--- config.mk ---
export PLATFORM = sky130hd
export DESIGN_NAME = rtc_cal_core
export DESIGN_NICKNAME = d
export VERILOG_FILES = /design/src/rtl/rtc_cal_pkg.sv /design/src/rtl/rtc_prescaler.sv /design/src/rtl/rtc_bcd_field.sv /design/src/rtl/rtc_alarm_match.sv /design/src/rtl/rtc_cal_core.sv
export SDC_FILE = /design/constraint.sdc
export NUM_CORES = 1
export LEC_CHECK = 0
export BUFFER_PORTS_ARGS = -buffer_cell sky130_fd_sc_hd__buf_2
export CAP_MARGIN = 20
export CORE_MARGIN = 2
export CORE_UTILIZATION = 40
export DETAILED_ROUTE_END_ITERATION = 10
export HOLD_SLACK_MARGIN = 0.12
export PLACE_DENSITY = 0.66
export SLEW_MARGIN = 25
export SYNTH_ARGS = -nofsm -noshare
export SYNTH_HDL_FRONTEND = slang
export SYNTH_SLANG_ARGS = --single-unit
export TNS_END_PERCENT = 10
--- constraint.sdc ---
create_clock -name clk -period 3.5 [get_ports clk]
set_input_delay 0 -clock clk [delete_from_list [all_inputs] [get_ports clk]]
set_output_delay 0 -clock clk [all_outputs]
set_load 0.01 [all_outputs]
--- src/rtl/rtc_cal_pkg.sv ---
// Shared constants for the BCD calendar core.
// Assumes byte-wide register addressing; field widths match packed BCD ranges.
package rtc_cal_pkg;

    // register addresses
    localparam logic [7:0] ADR_CTRL  = 8'h00;
    localparam logic [7:0] ADR_SEC   = 8'h01;
    localparam logic [7:0] ADR_MIN   = 8'h02;
    localparam logic [7:0] ADR_HOUR  = 8'h03;
    localparam logic [7:0] ADR_DLO   = 8'h04;
    localparam logic [7:0] ADR_DHI   = 8'h05;
    localparam logic [7:0] ADR_AMIN  = 8'h06;
    localparam logic [7:0] ADR_AHOUR = 8'h07;
    localparam logic [7:0] ADR_ADLO  = 8'h08;
    localparam logic [7:0] ADR_ADHI  = 8'h09;

    // control register bit positions
    localparam int CB_RUN  = 0;
    localparam int CB_AIEN = 1;
    localparam int CB_FLAG = 2;
    localparam int CB_MEN  = 3;
    localparam int CB_HEN  = 4;
    localparam int CB_DEN  = 5;
    localparam int CB_BUSY = 7;

    // field widths
    localparam int SEC_W  = 7;
    localparam int MIN_W  = 7;
    localparam int HOUR_W = 6;
    localparam int DAY_W  = 15;
    localparam int DHI_W  = DAY_W - 8;

    // last legal BCD values
    localparam logic [7:0] SEC_LAST  = 8'h59;
    localparam logic [7:0] MIN_LAST  = 8'h59;
    localparam logic [7:0] HOUR_LAST = 8'h23;

    typedef enum logic {
        SEQ_IDLE  = 1'b0,
        SEQ_CARRY = 1'b1
    } seq_t;

endpackage

--- src/rtl/rtc_prescaler.sv ---
// Divides the slow tick into a one-second pulse.
// Assumes osc_tick is a single-cycle pulse; restart has priority over counting.
module rtc_prescaler #(
    parameter int TICKS_PER_SEC = 32768
) (
    input  logic clk,
    input  logic rst_n,
    input  logic run,
    input  logic osc_tick,
    input  logic restart,
    output logic sec_pulse
);
    localparam int CW = (TICKS_PER_SEC > 1) ? $clog2(TICKS_PER_SEC) : 1;
    localparam logic [CW-1:0] LAST = CW'(TICKS_PER_SEC - 1);

    logic [CW-1:0] cnt_q;

    // count slow ticks and emit one pulse per full second
    always_ff @(posedge clk) begin
        if (!rst_n) begin
            cnt_q     <= '0;
            sec_pulse <= 1'b0;
        end else begin
            sec_pulse <= 1'b0;
            if (restart) begin
                cnt_q <= '0;
            end else if (run && osc_tick) begin
                if (cnt_q == LAST) begin
                    cnt_q     <= '0;
                    sec_pulse <= 1'b1;
                end else begin
                    cnt_q <= cnt_q + 1'b1;
                end
            end
        end
    end
endmodule

--- src/rtl/rtc_bcd_field.sv ---
// Next-value logic for one packed-BCD field with wrap at LAST.
// Assumes the current value is valid BCD; anything at or above LAST wraps to zero.
module rtc_bcd_field #(
    parameter logic [7:0] LAST = 8'h59
) (
    input  logic [7:0] cur,
    output logic [7:0] nxt,
    output logic       wrap
);
    // BCD increment with decade carry and wrap
    always_comb begin
        wrap = (cur >= LAST);
        if (wrap) begin
            nxt = 8'h00;
        end else if (cur[3:0] >= 4'd9) begin
            nxt = {cur[7:4] + 4'd1, 4'd0};
        end else begin
            nxt = cur + 8'd1;
        end
    end
endmodule

--- src/rtl/rtc_alarm_match.sv ---
// Compares candidate time against the alarm with per-field enables.
// Assumes at least one enable must be set for a hit.
module rtc_alarm_match
    import rtc_cal_pkg::*;
(
    input  logic [MIN_W-1:0]  cur_min,
    input  logic [HOUR_W-1:0] cur_hour,
    input  logic [DAY_W-1:0]  cur_day,
    input  logic [MIN_W-1:0]  al_min,
    input  logic [HOUR_W-1:0] al_hour,
    input  logic [DAY_W-1:0]  al_day,
    input  logic              en_min,
    input  logic              en_hour,
    input  logic              en_day,
    output logic              hit
);
    // every enabled field must agree, and something must be enabled
    always_comb begin
        hit = (en_min || en_hour || en_day)
           && (!en_min  || (cur_min  == al_min))
           && (!en_hour || (cur_hour == al_hour))
           && (!en_day  || (cur_day  == al_day));
    end
endmodule

--- src/rtl/rtc_cal_core.sv ---
// Time-of-day calendar: BCD sec/min/hour, binary day, alarm and register port.
// Assumes reg_wr is a single-cycle strobe; reads are combinational on reg_addr.
module rtc_cal_core
    import rtc_cal_pkg::*;
#(
    parameter int TICKS_PER_SEC = 32768
) (
    input  logic       clk,
    input  logic       rst_n,
    input  logic       osc_tick,
    input  logic       reg_wr,
    input  logic [7:0] reg_addr,
    input  logic [7:0] reg_wdata,
    output logic [7:0] reg_rdata,
    output logic       alarm_irq
);
    logic [SEC_W-1:0]  sec_q;
    logic [MIN_W-1:0]  min_q;
    logic [HOUR_W-1:0] hour_q;
    logic [DAY_W-1:0]  day_q;
    logic [MIN_W-1:0]  amin_q;
    logic [HOUR_W-1:0] ahour_q;
    logic [DAY_W-1:0]  aday_q;
    logic run_q, aien_q, flag_q, men_q, hen_q, den_q;
    seq_t seq_q;

    logic sec_pulse, busy, is_time_adr, time_wr, ctrl_wr, alarm_hit, set_flag;
    logic [7:0] sec_nxt, min_nxt, hour_nxt;
    logic sec_wrap, min_wrap, hour_wrap;
    logic [MIN_W-1:0]  min_new;
    logic [HOUR_W-1:0] hour_new;
    logic [DAY_W-1:0]  day_new;

    rtc_prescaler #(.TICKS_PER_SEC(TICKS_PER_SEC)) u_presc (
        .clk(clk), .rst_n(rst_n), .run(run_q), .osc_tick(osc_tick),
        .restart(time_wr), .sec_pulse(sec_pulse)
    );

    rtc_bcd_field #(.LAST(SEC_LAST)) u_sec (
        .cur({{(8-SEC_W){1'b0}}, sec_q}), .nxt(sec_nxt), .wrap(sec_wrap)
    );
    rtc_bcd_field #(.LAST(MIN_LAST)) u_min (
        .cur({{(8-MIN_W){1'b0}}, min_q}), .nxt(min_nxt), .wrap(min_wrap)
    );
    rtc_bcd_field #(.LAST(HOUR_LAST)) u_hour (
        .cur({{(8-HOUR_W){1'b0}}, hour_q}), .nxt(hour_nxt), .wrap(hour_wrap)
    );

    // decode the register strobe and the busy window
    always_comb begin
        busy        = sec_pulse || (seq_q == SEQ_CARRY);
        is_time_adr = (reg_addr == ADR_SEC) || (reg_addr == ADR_MIN) ||
                      (reg_addr == ADR_HOUR) || (reg_addr == ADR_DLO) ||
                      (reg_addr == ADR_DHI);
        time_wr     = reg_wr && is_time_adr && !busy;
        ctrl_wr     = reg_wr && (reg_addr == ADR_CTRL);
    end

    // values the minute/hour/day fields take in the carry cycle
    always_comb begin
        min_new  = min_nxt[MIN_W-1:0];
        hour_new = min_wrap ? hour_nxt[HOUR_W-1:0] : hour_q;
        day_new  = (min_wrap && hour_wrap) ? day_q + 1'b1 : day_q;
    end

    rtc_alarm_match u_match (
        .cur_min(min_new), .cur_hour(hour_new), .cur_day(day_new),
        .al_min(amin_q), .al_hour(ahour_q), .al_day(aday_q),
        .en_min(men_q), .en_hour(hen_q), .en_day(den_q),
        .hit(alarm_hit)
    );

    assign set_flag = (seq_q == SEQ_CARRY) && alarm_hit;

    // two-step update sequencer: seconds first, then the carry into minutes
    always_ff @(posedge clk) begin
        if (!rst_n) begin
            seq_q <= SEQ_IDLE;
        end else if (sec_pulse && sec_wrap) begin
            seq_q <= SEQ_CARRY;
        end else begin
            seq_q <= SEQ_IDLE;
        end
    end

    // time registers: software writes or tick-driven updates
    always_ff @(posedge clk) begin
        if (!rst_n) begin
            sec_q  <= '0;
            min_q  <= '0;
            hour_q <= '0;
            day_q  <= '0;
        end else if (time_wr) begin
            case (reg_addr)
                ADR_SEC:  sec_q  <= reg_wdata[SEC_W-1:0];
                ADR_MIN:  min_q  <= reg_wdata[MIN_W-1:0];
                ADR_HOUR: hour_q <= reg_wdata[HOUR_W-1:0];
                ADR_DLO:  day_q[7:0] <= reg_wdata;
                ADR_DHI:  day_q[DAY_W-1:8] <= reg_wdata[DHI_W-1:0];
                default:  ;
            endcase
        end else if (sec_pulse) begin
            sec_q <= sec_nxt[SEC_W-1:0];
        end else if (seq_q == SEQ_CARRY) begin
            min_q  <= min_new;
            hour_q <= hour_new;
            day_q  <= day_new;
        end
    end

    // alarm compare registers, writable at any time
    always_ff @(posedge clk) begin
        if (!rst_n) begin
            amin_q  <= '0;
            ahour_q <= '0;
            aday_q  <= '0;
        end else if (reg_wr) begin
            case (reg_addr)
                ADR_AMIN:  amin_q  <= reg_wdata[MIN_W-1:0];
                ADR_AHOUR: ahour_q <= reg_wdata[HOUR_W-1:0];
                ADR_ADLO:  aday_q[7:0] <= reg_wdata;
                ADR_ADHI:  aday_q[DAY_W-1:8] <= reg_wdata[DHI_W-1:0];
                default:   ;
            endcase
        end
    end

    // control bits; an alarm set beats a same-cycle clear
    always_ff @(posedge clk) begin
        if (!rst_n) begin
            run_q  <= 1'b0;
            aien_q <= 1'b0;
            men_q  <= 1'b0;
            hen_q  <= 1'b0;
            den_q  <= 1'b0;
            flag_q <= 1'b0;
        end else begin
            if (ctrl_wr) begin
                run_q  <= reg_wdata[CB_RUN];
                aien_q <= reg_wdata[CB_AIEN];
                men_q  <= reg_wdata[CB_MEN];
                hen_q  <= reg_wdata[CB_HEN];
                den_q  <= reg_wdata[CB_DEN];
            end
            if (set_flag) begin
                flag_q <= 1'b1;
            end else if (ctrl_wr && reg_wdata[CB_FLAG]) begin
                flag_q <= 1'b0;
            end
        end
    end

    // read mux
    always_comb begin
        reg_rdata = 8'h00;
        case (reg_addr)
            ADR_CTRL: begin
                reg_rdata[CB_RUN]  = run_q;
                reg_rdata[CB_AIEN] = aien_q;
                reg_rdata[CB_FLAG] = flag_q;
                reg_rdata[CB_MEN]  = men_q;
                reg_rdata[CB_HEN]  = hen_q;
                reg_rdata[CB_DEN]  = den_q;
                reg_rdata[CB_BUSY] = busy;
            end
            ADR_SEC:   reg_rdata = 8'(sec_q);
            ADR_MIN:   reg_rdata = 8'(min_q);
            ADR_HOUR:  reg_rdata = 8'(hour_q);
            ADR_DLO:   reg_rdata = day_q[7:0];
            ADR_DHI:   reg_rdata = 8'(day_q[DAY_W-1:8]);
            ADR_AMIN:  reg_rdata = 8'(amin_q);
            ADR_AHOUR: reg_rdata = 8'(ahour_q);
            ADR_ADLO:  reg_rdata = aday_q[7:0];
            ADR_ADHI:  reg_rdata = 8'(aday_q[DAY_W-1:8]);
            default:   reg_rdata = 8'h00;
        endcase
    end

    assign alarm_irq = flag_q && aien_q;

endmodule

**Word level (Yosys, flattened, before mapping)**

Index checks and enable logic that the tools add are counted.

- Word-level logic and storage cells: 126
- Register bits after elaboration: 86

- Reductions and logical operators: 41
- $lt $le $gt $ge: 6
- $add $sub $neg: 8
- Bitwise logic cells: 2
- Multiplexer cells: 32
- Equality and inequality tests: 19

Operators with widths:

| operator | count |
|---|---|
| two-way mux 7 bit | 12 |
| two-way mux 15 bit | 5 |
| case mux 6 bit (10 select lines) | 1 |
| two-way mux 6 bit | 7 |
| == test 8 x 3 -> 1 bit, second input constant | 4 |
| adder 15 x 1 -> 15 bit, second input constant | 2 |
| == test 8 x 2 -> 1 bit, second input constant | 2 |
| == test 8 x 4 -> 1 bit, second input constant | 2 |
| == test 15 bit | 1 |
| == test 15 bit, second input constant | 1 |
| adder 7 x 1 -> 7 bit, second input constant | 2 |
| >= comparator 7 bit, second input constant | 2 |
| >= comparator 4 bit, second input constant | 3 |
| logical AND 1 bit | 12 |
| AND reduction 3 bit | 4 |
| logical OR 1 bit | 10 |
| inequality test 2 x 1 -> 1 bit, second input constant | 5 |
| AND reduction 2 bit | 5 |
| == test 8 x 1 -> 1 bit, second input constant | 1 |
| logical NOT 8 bit | 1 |
| two-way mux 8 bit | 1 |
| == test 7 bit | 1 |
| case mux 1 bit (7 select lines) | 1 |
| adder 3 x 1 -> 3 bit, second input constant | 2 |
| 12 further kinds | 21 |

**Logic depth before layout (Yosys ltp)**

Gate-level depths: netlist of the first run.

- Word-level depth: 10
- Mapped depth: 12
- Mapped depth without buffers: 10

**By module**

From an unflattened synthesis of the first run, not the netlist that was laid out.

- Cells, all modules: 672
- Area, all modules: 5833.1 µm²

Modules (own cells, without submodules):

| module | times used | cells an instance | area an instance (µm²) |
|---|---|---|---|
| rtc_cal_core | 1 | 447 | 4045.1 |
| rtc_prescaler | 1 | 87 | 762.0 |
| rtc_bcd_field (u_min ...) | 2 | 34 | 240.2 |
| rtc_alarm_match | 1 | 39 | 317.8 |
| rtc_bcd_field (u_hour) | 1 | 31 | 227.7 |

**Worst setup path before layout of the first run**

OpenSTA, ideal clock, no wires.

- Kind: register to register
- Start: register min_q[5]
- End: register flag_q
- Clock period less this slack: 2.539 ns
- Slack: 0.961 ns
- Cell stages (with the launch flop): 11
- Arrival: 2.452 ns
- Setup time: 0.086 ns
- Required time: 3.414 ns
- Cell sequence: dfxtp_1 inv_1 ha_1 and4b_1 o31ai_4 buf_4 o211ai_1 xor2_1 o21ai_0 or4_1 a221oi_2

- Word-level cells in the longest chain between the ends: 10
- Elaborated cells between the ends (all ways): 20
- Those cells by class: add/sub: 2; order compare: 1; eq/ne: 3; mux: 5; reduce/logical: 9

RTL lines:

| item | RTL line | RTL |
|---|---|---|
| start: declaration | rtc_cal_core.sv:18 | `logic [MIN_W-1:0] min_q;` |
| start signal: assignment | rtc_cal_core.sv:96 | `ADR_MIN: min_q <= reg_wdata[MIN_W-1:0];` |
| start signal: assignment | rtc_cal_core.sv:105 | `min_q <= min_new;` |
| adder 7 x 1 -> 7 bit / adder 3 x 1 -> 3 bit (equally long branches) | rtc_bcd_field.sv:18, rtc_bcd_field.sv:16 |  |
| two-way mux 7 bit | rtc_bcd_field.sv:15 | `end else if (cur[3:0] >= 4'd9) begin` |
| two-way mux 7 bit | rtc_bcd_field.sv:13 | `if (wrap) begin` |
| == test 7 bit | rtc_alarm_match.sv:20 | `&& (!en_min \|\| (cur_min == al_min))` |
| logical OR 1 bit | rtc_alarm_match.sv:20 |  |
| logical AND 1 bit | rtc_alarm_match.sv:20 |  |
| logical AND 1 bit | rtc_alarm_match.sv:21 | `&& (!en_hour \|\| (cur_hour == al_hour))` |
| logical AND 1 bit * | rtc_alarm_match.sv:22 | `&& (!en_day \|\| (cur_day == al_day));` |
| logical AND 1 bit * | rtc_cal_core.sv:73 | `assign set_flag = (seq_q == SEQ_CARRY) && alarm_hit;` |
| two-way mux 1 bit / nonzero test 2 bit (equally long branches) | - |  |
| end signal: assignment | rtc_cal_core.sv:136 | `flag_q <= 1'b0;` |
| end signal: assignment | rtc_cal_core.sv:146 | `flag_q <= 1'b1;` |
| end signal: assignment | rtc_cal_core.sv:148 | `flag_q <= 1'b0;` |
| end: declaration | rtc_cal_core.sv:24 | `logic run_q, aien_q, flag_q, men_q, hen_q, den_q;` |

Mark *: on every way between the ends. The rest lies on a longest branch, timed or not.
A chain may end at the register's enable or synchronous reset.

**Worst setup path after layout of the first run**

Ends and elaborated chain as after synthesis.

==> out/metrics.json, run 1 <==
{
  "finish": {
    "insertedDiodeCount": 0,
    "drive_gt1_share_pct": 11.5,
    "n_fill_cell": 1445,
    "fin_area_mm2": 0.00669,
    "layout_commonest_cell": "sky130_fd_sc_hd__nor2_1",
    "synthToLayoutAreaGrowth_pct": 12.7,
    "layout.cells.most_common_list": "sky130_fd_sc_hd__nor2_1, sky130_fd_sc_hd__dfxtp_1, sky130_fd_sc_hd__o21ai_0, sky130_fd_sc_hd__nand2_1, sky130_fd_sc_hd__a21oi_1",
    "nNetsFinal": 808
  },
  "drt": {
    "routed_via_count": 5953,
    "routed-wl-met3_um": 1810,
    "wl_per_cell_um": 19.8,
    "drt_drc_violations_left": 0,
    "post_drt_via_cell_ratio": 6.20,
    "detailed_routing_iterations_pass_1": 6,
    "routed.top_layer": "met4",
    "met2_length_um": 8390,
    "antenna_left": 0,
    "drt-met1-wl_um": 8190,
    "routed_wl_um": 19000,
    "detailedRoute.firstIterationViolations": 781
  },
  "timing": {
    "setup_ws_ps": 358,
    "period_needed_ps": 3140,
    "worst_slew_margin_rel_pct": 31.8,
    "finalSetupViolations": 0,
    "unrepaired_setup_endpoints_after_global_routing": "no",
    "finClkSkew_ps": 6.04,
    "finalHoldViolCount": 0,
    "timing_worst_slew_pin_value_ps": 1020,
    "layout_worst_path_cycle_share_pct": 89.8,
    "setup_tns_ps": 0,
    "timing.fmax_mhz": 318,
    "report.final.slew_viol_count": 0
  },
  "floorplan": {
    "fp.dieArea_mm2": 0.0158,
    "boundary_pins": 29,
    "placeableCoreArea_mm2": 0.0145,
    "chipWidth_um": 126,
    "initial_utilization_pct": 40.9,
    "overall_die_height_um": 126,
    "num_rows": 44
  },
  "placed_design": {
    "place_hpwl_um": 13500,
    "place_congestion": 1.00,
    "portBuffers": 28,
    "placement.cell_area_mm2": 0.00621,
    "preCtsSetupSlack_ps": 270
  },
  "synthesis": {
    "synth_cell_type_count": 75,
    "synthCells": 746,
    "synth.largest_area_cell": "sky130_fd_sc_hd__dfxtp_1",
    "synth.top_cells.by_area": "sky130_fd_sc_hd__dfxtp_1, sky130_fd_sc_hd__mux2i_1, sky130_fd_sc_hd__nor2_1",
    "synth.avg_cell_area_um2": 7.96,
    "synth_top_cell_area_share_pct": 29.0,
    "seq_total_area_yosys_pct": 29.0,
    "synth_async_sr_flop_share_pct": 0,
    "yosys_warnings": 0,
    "synthesis.area_mm2": 0.00594,
    "syn-num-nets": 783,
    "yosys_most_used_dff": "sky130_fd_sc_hd__dfxtp_1",
    "edff_count_synth": 0,
    "synth_seq_cells": 86
  },
  "grt": {
    "grt_start_max_net_pins": 34,
    "antenna_found_initial": 0,
    "total_overflow_reported_by_the_global_router": 0,
    "first_global_vias": 5359,
    "grt_first_pass_wirelength_um": 29700,
    "grt_util_all_layers_pct": 23.7
  },
  "min_path": {
    "holdCritPathClass": "in -> reg"
  },
  "clocking": {
    "cts_made_buffers": 9,
    "cts_repair_resize_count": 0,
    "clock_latency_ps": 350,
    "path_clk_slew_ps": 70,
    "clock_root_buffer": "sky130_fd_sc_hd__clkbuf_16",
    "cts.htree.levels": 3,
    "max-clock-path-buffers": 2,
    "tritoncts_num_sinks": 86,
    "cts_tree": "done"
  },
  "worst_setup_path": {
    "critical_path_fanout_max": 11,
    "r2r_start": "min_q[5]",
    "regToRegSetupSlack_ps": 360,
    "crit_end": "flag_q",
    "startpoint": "min_q[5]",
    "end_kind": "flip-flop",
    "required_ps": 3720,
    "reg2regPathDepth": 10,
    "start_kind": "flip-flop",
    "crit-reg2reg-capture": "flag_q",
    "worst-setup-path-type": "reg -> reg",
    "cp_arrival_ps": 3360
  },
  "power_and_ir_drop": {
    "pwr_density_cell_mw_per_mm2": 324,
    "leakagePower_nw": 2.42,
    "ir_drop_worst_vdd_mv": 0.321
  },
  "status": {
    "outcome": "complete, no violations"
  },
  "run": {
    "timing.max_cap.violations": 0
  }
}
==> layout make-up <==
type	instances	area [µm²]	share of cell area, %
multi-input combinational	592	3930	58.7
sequential	86	1720	25.7
timing repair buffer	56	385	5.76
clock buffer	10	239	3.57
tap	184	230	3.44
inverter	26	97.6	1.46
clock inverter	6	93.8	1.40
==> flip-flops by register name (all words and copies together), names as in the netlist, 6 cells and up <==
register and cells:
hour_q 6, ahour_q 6, u_presc.cnt_q 15, amin_q 7
day_q 15, sec_q 7, min_q 7, aday_q 15
==> cells by family (layout without fill, tap and decap cells) <==
| logic type | count (synthesis) | in the layout | synth area share, % |
|---|---|---|---|
| buffers and inverters | 69 | 98 | 5.14 |
| multiplexers | 49 | 49 | 10.2 |
| adder cells (fa/ha/maj) | 17 | 17 | 3.58 |
| XOR/XNOR | 41 | 41 | 6.04 |
| AO/OA/AOI/OAI | 205 | 206 | 22.4 |
| AND/OR/NAND/NOR | 279 | 279 | 23.7 |
| flip-flops | 86 | 86 | 29.0 |
==> per-stage QoR <==
step	hold WS [ps]	power [W]	cells	util, %
after global placement	278	0.00109	929	42.7
after floorplan	144	0.00105	746	-
after global routing	485	0.00223	960	46.1
after detailed placement	286	0.00109	929	42.7
final	450	0.00217	960	46.1
after CTS	442	0.00219	959	46.0
==> cell usage after synthesis (18+ instances only) <==
library cell,instances
sky130_fd_sc_hd__nand2_1,57
sky130_fd_sc_hd__mux2i_1,39
sky130_fd_sc_hd__xnor2_1,26
sky130_fd_sc_hd__and3_1,18
sky130_fd_sc_hd__dfxtp_1,86
sky130_fd_sc_hd__clkbuf_1,23
sky130_fd_sc_hd__nand3_1,31
sky130_fd_sc_hd__nor2_1,92
sky130_fd_sc_hd__o21ai_0,59
sky130_fd_sc_hd__a21oi_1,47
sky130_fd_sc_hd__inv_1,25
==> critical path, stage by stage, from the launching register on <==
cell,delay (ps)
sky130_fd_sc_hd__dfxtp_1,560
sky130_fd_sc_hd__inv_1,90
sky130_fd_sc_hd__ha_1,190
sky130_fd_sc_hd__and4b_1,290
sky130_fd_sc_hd__o31ai_2,840
sky130_fd_sc_hd__or2_2,260
sky130_fd_sc_hd__nor2_1,70
sky130_fd_sc_hd__nand3b_1,90
sky130_fd_sc_hd__a221oi_1,90
sky130_fd_sc_hd__a311oi_1,460
sky130_fd_sc_hd__a221oi_2,60
==> metal layers <==
layer | track usage, % | vias to the layer above
met1 | 32.3 | 2777
li1 | - | 2781
met2 | 36.5 | 341
met3 | 5.61 | 54
met4 | 8.99 | 0
met5 | 0 | -
==> worst min-delay path by stage <==
stage                 start         to  cells past startpoint  slack [ps]
2_1_floorplan  reg_wdata[0]  aday_q[0]                      2         140
3_3_place_gp   reg_wdata[7]  aday_q[7]                      3         280
3_5_place_dp   reg_wdata[7]  aday_q[7]                      3         290
4_1_cts         reg_addr[2]      run_q                      6         440
5_1_grt        reg_wdata[7]  aday_q[7]                      4         480
6_report       reg_wdata[7]  aday_q[7]                      4         450
==> power by group <==
group | internal [W] | leakage [nW] | switching [W]
sequential | 0.000979 | 0.692 | 0.00000115
clock | 0.000652 | 0.165 | 0.000439
combinational | 0.0000333 | 1.56 | 0.0000653
total | 0.00166 | 2.42 | 0.000505
==> repair_timing <==
item                                    CTS  global route
buffers inserted                          0             0
hold buffers                             14             0
endpoints found under the setup margin    0             1
hold endpoints to repair                 42             0
Power figures use the tool's default switching activity.
==> run 2, diff against run 1 <==
--- a/config.mk
+++ b/config.mk
@@ -8,10 +8,10 @@
 export BUFFER_PORTS_ARGS = -buffer_cell sky130_fd_sc_hd__buf_2
 export CAP_MARGIN = 20
 export CORE_MARGIN = 2
-export CORE_UTILIZATION = 40
+export CORE_UTILIZATION = 60
 export DETAILED_ROUTE_END_ITERATION = 10
 export HOLD_SLACK_MARGIN = 0.12
-export PLACE_DENSITY = 0.66
+export PLACE_DENSITY = 0.88
 export SLEW_MARGIN = 25
 export SYNTH_ARGS = -nofsm -noshare
 export SYNTH_HDL_FRONTEND = slang
==> run 2 against run 1 <==
Net effect: clock power fell by 38%; register-to-register slack better by 80 ps; sequential power about the same; largest cell class unchanged; largest power group is now registers; total power down 19%; global-route usage is 11 points higher; flip-flop and latch count unchanged; cell count decreased by 5.9%; sequential share of layout area rose by 1.1 points; critical path depth stayed put; setup slack better by 84 ps; critical path type unchanged.
==> out/metrics.json, run 2 (same netlist as run 1, synthesis figures left out) <==
{
  "status": {
    "outcome": "complete, no violations"
  },
  "timing": {
    "worst_slew_margin_rel_pct": 43.9,
    "timing_worst_slew_pin_value_ps": 836,
    "unrepaired_setup_endpoints_after_global_routing": "no",
    "finalHoldViolCount": 0,
    "timing.fmax_mhz": 327,
    "setup_tns_ps": 0,
    "finalSetupViolations": 0,
    "final.hold.worst_slack_ps": 398,
    "finClkSkew_ps": 12.2,
    "layout_worst_path_cycle_share_pct": 87.4,
    "report.final.slew_viol_count": 0,
    "period_needed_ps": 3060
  },
  "worst_setup_path": {
    "required_ps": 3750,
    "worst-setup-path-type": "reg -> reg",
    "crit_end": "flag_q",
    "path_depth": 10,
    "worst_path_dominant_cell_family": "simple AND/OR/NAND/NOR gates",
    "critical_path_buf_inv_count": 1,
    "critical_path.cell_chain": "ha_1 -> and4b_1 -> o31ai_4 -> buf_4 -> nor2_1 -> nand4b_1 -> o221ai_1 -> nor4_1 -> a311oi_1 -> a221oi_2",
    "regToRegSetupSlack_ps": 440,
    "startpoint": "min_q[0]",
    "crit-reg2reg-capture": "flag_q",
    "cp_arrival_ps": 3300,
    "cp_slowest_stage_delay_ps": 510,
    "start_kind": "flip-flop",
    "worst_path_max_delay_cell": "sky130_fd_sc_hd__dfxtp_1",
    "r2r_start": "min_q[0]",
    "critical_path_fanout_max": 23,
    "end_kind": "flip-flop",
    "reg2regPathDepth": 10
  },
  "drt": {
    "detailedRoute.firstIterationViolations": 752,
    "post_drt_via_cell_ratio": 6.71,
    "drt_drc_violations_left": 0,
    "wl_per_cell_um": 20.9,
    "routed_via_count": 6062,
    "routed_wl_um": 18900,
    "antenna_left": 0,
    "detailed_routing_iterations_pass_1": 7
  },
  "floorplan": {
    "initial_utilization_pct": 61.3,
    "chipWidth_um": 104,
    "boundary_pins": 29,
    "num_rows": 36,
    "fp.dieArea_mm2": 0.0107,
    "overall_die_height_um": 104,
    "placeableCoreArea_mm2": 0.00968
  },
  "clocking": {
    "cts_made_buffers": 9,
    "cts.htree.levels": 3,
    "cts_tree": "done",
    "cts_repair_resize_count": 0,
    "post_cts_hold_buffer_count": 11,
    "post-cts-setup-buffers": 0,
    "clock_root_buffer": "sky130_fd_sc_hd__clkbuf_8",
    "tritoncts_num_sinks": 86,
    "path_clk_slew_ps": 100,
    "clock_latency_ps": 380,
    "max-clock-path-buffers": 2
  },
  "grt": {
    "first_global_vias": 5597,
    "globalRouteMet3Util_pct": 5.85,
    "total_overflow_reported_by_the_global_router": 0,
    "grt_start_max_net_pins": 35,
    "antenna_found_initial": 0,
    "grt_first_pass_wirelength_um": 29700,
    "groute.layer.met1.usage_pct": 42.7,
    "grtUsageMet2_pct": 58.0,
    "grt_util_all_layers_pct": 34.7,
    "globalRoute.busiestLayer": "met2"
  },
  "power_and_ir_drop": {
    "leakagePower_nw": 2.33,
    "pwr_density_cell_mw_per_mm2": 274,
    "ir_drop_worst_vdd_mv": 0.274
  },
  "placed_design": {
    "place_congestion": 1.02,
    "portBuffers": 28,
    "place_hpwl_um": 13600
  },
  "finish": {
    "nNetsFinal": 802,
    "layout.cells.most_common_list": "sky130_fd_sc_hd__nor2_1, sky130_fd_sc_hd__dfxtp_1, sky130_fd_sc_hd__o21ai_0, sky130_fd_sc_hd__nand2_1, sky130_fd_sc_hd__a21oi_1",
    "synthToLayoutAreaGrowth_pct": 8.05,
    "largestRegisters": "aday_q (15), day_q (15), u_presc.cnt_q (15)",
    "insertedDiodeCount": 0,
    "layout_commonest_cell": "sky130_fd_sc_hd__nor2_1",
    "drive_gt1_share_pct": 11.2
  },
  "min_path": {
    "holdCritPathClass": "in -> reg"
  },
  "run": {
    "timing.max_cap.violations": 0
  }
}
## run 2: worst min-delay path by stage
stage                     depth (start not counted)  slack (ps)   endpoint    startpoint
after global placement                            3         290  aday_q[7]  reg_wdata[7]
after detailed placement                          3         280  aday_q[7]  reg_wdata[7]
after global routing                              6         450      hen_q   reg_addr[2]
after CTS                                         6         390      hen_q   reg_addr[2]
final                                             6         400   day_q[7]   reg_addr[0]
after floorplan                                   2         140  aday_q[0]  reg_wdata[0]
## run 2: per-layer routing
metal	routed length, µm	share of wire [%]	vias up
met1	7260	38	2819
met3	1650	8.7	86
li1	-	-	2756
met5	0	0	-
met4	1090	5.8	0
met2	8910	47	401
## run 2: area by class of cell
| class | instances | area [µm²] |
|---|---|---|
| multi-input combinational | 591 | 3910 |
| fill | 818 | 3270 |
| sequential | 86 | 1720 |
| timing repair buffer | 51 | 340 |
| tap | 133 | 166 |
| clock buffer | 9 | 124 |
| inverter | 26 | 97.6 |
| clock inverter | 7 | 55.1 |
## run 2: tightest hold or removal path: stages
cell and delay [ps]:
sky130_fd_sc_hd__buf_2 90, sky130_fd_sc_hd__nor2_1 60, sky130_fd_sc_hd__and2_1 160, sky130_fd_sc_hd__o21a_2 290, sky130_fd_sc_hd__nand2_1 80, sky130_fd_sc_hd__a21oi_1 50
## run 2: report_power, final
group	internal [W]	switching [W]
logic	0.0000326	0.0000650
registers	0.000978	0.00000134
clock network	0.000268	0.000413
total	0.00128	0.000479
## run 2: per-stage QoR
step	total power (W)	std cells	util (%)	worst slack (ps)	cell area (µm²)
2_1_floorplan	0.00105	746	-	961	5940
3_3_place_gp	0.00108	876	63.3	560	6130
3_5_place_dp	0.00109	876	63.3	516	6130
4_1_cts	0.00175	903	66.3	508	6420
5_1_grt	0.00180	903	66.3	307	6420
6_report	0.00176	903	66.3	442	6420
